`config.mk`:
```
export PLATFORM = sky130hd
export DESIGN_NAME = dp_collide_arb
export DESIGN_NICKNAME = d
export VERILOG_FILES = /design/src/rtl/dpa_pkg.sv /design/src/rtl/dpa_track.sv /design/src/rtl/dpa_decide.sv /design/src/rtl/dpa_gate.sv /design/src/rtl/dp_collide_arb.sv
export SDC_FILE = /design/constraint.sdc
export NUM_CORES = 1
export LEC_CHECK = 0
export BUFFER_PORTS_ARGS = -buffer_cell sky130_fd_sc_hd__clkbuf_2
export CAP_MARGIN = 15
export CORE_MARGIN = 2
export CORE_UTILIZATION = 45
export DETAILED_ROUTE_END_ITERATION = 12
export GPL_TIMING_DRIVEN = 0
export PLACE_DENSITY_LB_ADDON = 0.3
export SYNTH_ARGS = -nofsm -noshare
export SYNTH_HDL_FRONTEND = slang
export SYNTH_SLANG_ARGS = --single-unit
```
`constraint.sdc`:
```
create_clock -name clk -period 2.15 [get_ports clk]
set_input_delay 0.43 -clock clk [delete_from_list [all_inputs] [get_ports clk]]
set_output_delay 0.43 -clock clk [all_outputs]
set_load 0.05 [all_outputs]
```
`src/rtl/dpa_pkg.sv`:
```
package dpa_pkg;

   typedef enum logic [1:0] {
      OWN_NONE  = 2'd0,
      OWN_LEFT  = 2'd1,
      OWN_RIGHT = 2'd2
   } own_e;

   localparam int unsigned NPORT = 2;
   localparam int unsigned P_LEFT  = 0;
   localparam int unsigned P_RIGHT = 1;

   typedef struct packed {
      logic ce;
      logic we;
   } req_t;

endpackage

```
`src/rtl/dpa_track.sv`:
```
module dpa_track #(
   parameter int unsigned AW = 4
) (
   input  logic          clk,
   input  logic          rst_n,
   input  logic          ce,
   input  logic [AW-1:0] addr,
   output logic          steady
);

   logic          ce_q;
   logic [AW-1:0] addr_q;

   always_ff @(posedge clk or negedge rst_n) begin
      if (!rst_n) begin
         ce_q   <= 1'b0;
         addr_q <= '0;
      end else begin
         ce_q   <= ce;
         addr_q <= addr;
      end
   end

   // request unchanged since the previous cycle
   assign steady = ce & ce_q & (addr_q == addr);

endmodule

```
`src/rtl/dpa_decide.sv`:
```
module dpa_decide
   import dpa_pkg::*;
#(
   parameter int unsigned AW   = 4,
   parameter bit          HOLD = 1'b1
) (
   input  logic             clk,
   input  logic             rst_n,
   input  logic [NPORT-1:0] ce,
   input  logic [AW-1:0]    addr_l,
   input  logic [AW-1:0]    addr_r,
   input  logic [NPORT-1:0] steady,
   output logic             match,
   output logic [NPORT-1:0] busy
);

   own_e             owner_q;
   own_e             owner_d;
   own_e             fresh;
   own_e             win;
   logic [NPORT-1:0] lose_now;

   assign match = ce[P_LEFT] & ce[P_RIGHT] & (addr_l == addr_r);

   // the earlier arrival wins; a tie goes to the left port
   always_comb begin
      if (steady[P_RIGHT] && !steady[P_LEFT]) fresh = OWN_RIGHT;
      else                                    fresh = OWN_LEFT;
   end

   always_comb begin
      win = (owner_q != OWN_NONE) ? owner_q : fresh;
      lose_now[P_LEFT]  = match & (win == OWN_RIGHT);
      lose_now[P_RIGHT] = match & (win == OWN_LEFT);
      owner_d = match ? win : OWN_NONE;
   end

   always_ff @(posedge clk or negedge rst_n) begin
      if (!rst_n) owner_q <= OWN_NONE;
      else        owner_q <= owner_d;
   end

   generate
      if (HOLD) begin : g_hold
         logic [NPORT-1:0] hold_q;
         always_ff @(posedge clk or negedge rst_n) begin
            if (!rst_n) hold_q <= '0;
            else        hold_q <= lose_now;
         end
         assign busy = lose_now | hold_q;
      end else begin : g_nohold
         assign busy = lose_now;
      end
   endgenerate

endmodule

```
`src/rtl/dpa_gate.sv`:
```
module dpa_gate
   import dpa_pkg::*;
(
   input  logic mst,
   input  req_t req,
   input  logic busy_int,
   input  logic busy_ext,
   output logic busy_o,
   output logic wr_o,
   output logic rd_o,
   output logic rvld_o
);

   always_comb begin
      busy_o = mst ? busy_int : busy_ext;
      wr_o   = req.ce & req.we & ~busy_o;
      rd_o   = req.ce & ~req.we;
      rvld_o = rd_o & ~busy_o;
   end

endmodule

```
`src/rtl/dp_collide_arb.sv`:
```
module dp_collide_arb
   import dpa_pkg::*;
#(
   parameter int unsigned AW   = 4,
   parameter bit          HOLD = 1'b1
) (
   input  logic          clk,
   input  logic          rst_n,
   input  logic          mst_sel,
   input  logic          l_ce,
   input  logic          l_we,
   input  logic [AW-1:0] l_addr,
   input  logic          r_ce,
   input  logic          r_we,
   input  logic [AW-1:0] r_addr,
   input  logic          l_busy_i,
   input  logic          r_busy_i,
   output logic          l_busy_o,
   output logic          r_busy_o,
   output logic          l_wr_o,
   output logic          r_wr_o,
   output logic          l_rd_o,
   output logic          r_rd_o,
   output logic          l_rvld_o,
   output logic          r_rvld_o
);

   generate
      if (AW < 1 || AW > 32) begin : g_bad_aw
         $error("dp_collide_arb: AW must lie in 1..32");
      end
   endgenerate

   req_t             req    [NPORT];
   logic [AW-1:0]    addr   [NPORT];
   logic [NPORT-1:0] ce_v;
   logic [NPORT-1:0] steady;
   logic [NPORT-1:0] busy_int;
   logic [NPORT-1:0] busy_ext;
   logic [NPORT-1:0] busy_v;
   logic [NPORT-1:0] wr_v;
   logic [NPORT-1:0] rd_v;
   logic [NPORT-1:0] rvld_v;
   logic             match;

   assign req[P_LEFT]       = '{ce: l_ce, we: l_we};
   assign req[P_RIGHT]      = '{ce: r_ce, we: r_we};
   assign addr[P_LEFT]      = l_addr;
   assign addr[P_RIGHT]     = r_addr;
   assign busy_ext[P_LEFT]  = l_busy_i;
   assign busy_ext[P_RIGHT] = r_busy_i;

   generate
      for (genvar p = 0; p < NPORT; p++) begin : g_port
         assign ce_v[p] = req[p].ce;

         dpa_track #(.AW(AW)) u_track (
            .clk    (clk),
            .rst_n  (rst_n),
            .ce     (req[p].ce),
            .addr   (addr[p]),
            .steady (steady[p])
         );

         dpa_gate u_gate (
            .mst      (mst_sel),
            .req      (req[p]),
            .busy_int (busy_int[p]),
            .busy_ext (busy_ext[p]),
            .busy_o   (busy_v[p]),
            .wr_o     (wr_v[p]),
            .rd_o     (rd_v[p]),
            .rvld_o   (rvld_v[p])
         );
      end
   endgenerate

   dpa_decide #(.AW(AW), .HOLD(HOLD)) u_decide (
      .clk    (clk),
      .rst_n  (rst_n),
      .ce     (ce_v),
      .addr_l (l_addr),
      .addr_r (r_addr),
      .steady (steady),
      .match  (match),
      .busy   (busy_int)
   );

   assign l_busy_o = busy_v[P_LEFT];
   assign r_busy_o = busy_v[P_RIGHT];
   assign l_wr_o   = wr_v[P_LEFT];
   assign r_wr_o   = wr_v[P_RIGHT];
   assign l_rd_o   = rd_v[P_LEFT];
   assign r_rd_o   = rd_v[P_RIGHT];
   assign l_rvld_o = rvld_v[P_LEFT];
   assign r_rvld_o = rvld_v[P_RIGHT];

endmodule

```
==> impl_metrics.json <==
{
  "slew_viol_final": 0,
  "post_drt_wl_per_cell_microns": 13.8,
  "synth-edff-count": 0,
  "clk_pin_slew_ns": 0.08,
  "final_cells": 104,
  "place_hpwl_mm": 1.00,
  "grt_pass1_wl_mm": 2.39,
  "slowest_delay_ns": 0.39,
  "antenna_found_initial": 0,
  "final-hold-violation-count": 0,
  "cts-root-buf": "clkbuf_4",
  "cts_tree": "yes",
  "cts_sinks": 14,
  "worst_slack_ns": -0.137,
  "synth_flop_cell": "dfrtp_1",
  "tightest_slew_ns": 0.349,
  "hp-class": "primary input to asynchronous set/reset pin",
  "synth_cells": 56,
  "synthSimpleGateAreaFrac_pct": 23.0,
  "finClkSkew_ns": 0.00134,
  "htreeDepth": 1,
  "crit_type": "primary input to output port",
  "area_growth_pct": 52.2,
  "crit_chain": "buf_6 -> xor2_4 -> nor3_4 -> nand4_4 -> o41ai_4 -> buf_4 -> nor2b_4 -> buf_8",
  "core_sq_mm": 0.00149,
  "drive_gt1_share_pct": 58.0,
  "power.density_mw_per_mm2": 552,
  "status": "complete, but fails checks",
  "n_antenna_cell": 0,
  "setup_viol": 6,
  "pre_cts_ws_ns": -0.355,
  "die_y_microns": 43.6,
  "endpoint_kind": "output port",
  "synth_cell_types": 22,
  "dr_total_vias": 508,
  "holdBufCountCts": 0,
  "path_delay_family": "buffers and inverters",
  "vias_per_cell": 4.88,
  "synth.most_common_cell": "dfrtp_1",
  "drv_cap": 0,
  "synth_top_area_share_pct": 49.6,
  "portBuffers": 24,
  "synth_seq_cells": 14,
  "period_share_pct": 106,
  "synth_area_leaders": "dfrtp_1, xnor2_1, xor2_1",
  "overflow": 0,
  "drc_errors": 0,
  "rsz0062_at_grt": "true",
  "place_inst": 96,
  "finalCriticalPeriod_ns": 2.29,
  "grtUsageTotal_pct": 17.7,
  "drt_iter0_drc": 2,
  "fmax_mhz": 437,
  "cp_num_buf_inv": 3,
  "muxShareOfSynthArea_pct": 1.42,
  "violations": "negative setup slack",
  "grt_max_degree": 15,
  "leakage_nw": 0.490,
  "die_w_microns": 43.6,
  "yosys.area_share.adder_pct": 0,
  "crit_slowest_cell": "o41ai_4",
  "drtPass1Iterations": 2,
  "synth_xor_area_share_pct": 14.9,
  "wl_mm": 1.43,
  "dieArea_sq_mm": 0.00190,
  "worstSetupStartpointType": "primary input",
  "netlist_area_sq_um": 707,
  "peakVddDrop_uv": 383,
  "postSynthAreaPerCell_sq_um": 12.6,
  "fin_total_pwr_w": 0.000594,
  "worst_skew_pair.late_latency_ns": 0.28,
  "critPathMaxFanout": 3,
  "place.gp.congestion": 0.692,
  "async_flop_share_pct": 100,
  "io_pins": 25,
  "ys_warn_count": 0,
  "layout.nets": 107,
  "clock_path_buffers": 2,
  "worst_slew_margin_rel_pct": 76.7,
  "initial_core_util_pct": 47.5,
  "ant_nets": 0,
  "grt_pass1_vias": 570,
  "fp-row-count": 14,
  "ys_seq_area_share_pct": 49.6,
  "cp_data_arrival_time_ns": 1.86,
  "yosysTopAreaCell": "dfrtp_1",
  "yosys-top-cells-count": "dfrtp_1, nor2_1, xnor2_1, xor2_1, nor2b_1",
  "synth_compound_area_share_pct": 10.6,
  "synth_fp_nets": 73,
  "crit_required_ns": 1.72,
  "cts_inserted_buffers": 3,
  "synth_top_family_by_area": "simple AND/OR/NAND/NOR gates"
}
## power by group
group,switching (W),total (W),internal [W]
clock network,0.0000830,0.000148,0.0000651
registers,0.00000487,0.000278,0.000273
logic,0.0000928,0.000168,0.0000747
## layer usage
layer	track usage, %	up-vias	share of wire, %
met1	19.5	234	42
met4	11.5	0	2.4
li1	-	253	-
met3	3.75	4	5.4
met2	30.3	17	50
met5	0	-	0
## cells in the final DEF (no fill, tap or decap), types with 2 or more instances in the layout
cell / n
nor3_1: 2
dfrtp_1: 14
nor2_4: 2
xnor2_2: 3
nor2_1: 4
nor2b_1: 2
xor2_1: 4
nand2_1: 2
buf_8: 4
xor2_4: 2
clkbuf_4: 3
nor2b_4: 2
clkbuf_2: 15
xnor2_1: 3
buf_4: 7
## layout make-up
type / instances / area (sq um)
clock buffers: 3 / 22.5
fillers: 101 / 413
inverters: 1 / 3.75
multi-input cells: 41 / 450
flip-flops and latches: 14 / 350
well taps: 16 / 20.0
repair buffers: 29 / 229
## path summary, 6_finish.rpt
| path | start | end | slack, ns | cells past startpoint |
|---|---|---|---|---|
| worst min-delay path | rst_n | g_port[0].u_track.ce_q | 0.04 | 1 |
| worst max-delay path | r_addr[2] | r_rvld_o | -0.14 | 8 |
| min in group clk | r_addr[2] | g_port[1].u_track.addr_q[2] | 0.29 | 1 |
| max in group asynchronous | rst_n | g_port[0].u_track.addr_q[3] | 1.86 | 1 |
| worst min register to register | u_decide.owner_q[1] | u_decide.g_hold.hold_q[1] | 0.58 | 1 |
| worst max register to register | g_port[0].u_track.addr_q[1] | u_decide.owner_q[1] | 0.74 | 6 |
## kinds of logic after synthesis
| logic type | after synthesis |
|---|---|
| compound gates | 4 |
| xor+xnor | 12 |
| buf+inv | 1 |
| flops | 14 |
| mux | 1 |
| simple gates | 24 |
## repair_timing
item | CTS | global route
resized for setup | 12 | 18
pin swaps | 5 | 9
endpoints found under the setup margin | 6 | 6
setup buffers | 2 | 4
## stage by stage
step                      TNS [ns]  hold WS [ns]  util, %  instance area (sq um)
final                       -0.362        0.0359     72.3                   1080
after global routing        -0.783        0.0600     72.3                   1080
after CTS                   -0.854        0.0480     66.7                    993
after detailed placement     -1.29         0.356     60.3                    898
after global placement       -1.20         0.350     60.3                    898
after floorplan             -0.821         0.134        -                    758
## sequential cells by signal, summed over array words and instances, names as in the netlist
| name | flops |
|---|---|
| g_port.u_track.addr_q | 8 |
| g_port.u_track.ce_q | 2 |
| u_decide.g_hold.hold_q | 2 |
| u_decide.owner_q | 2 |
Power figures use the tool's default switching activity.
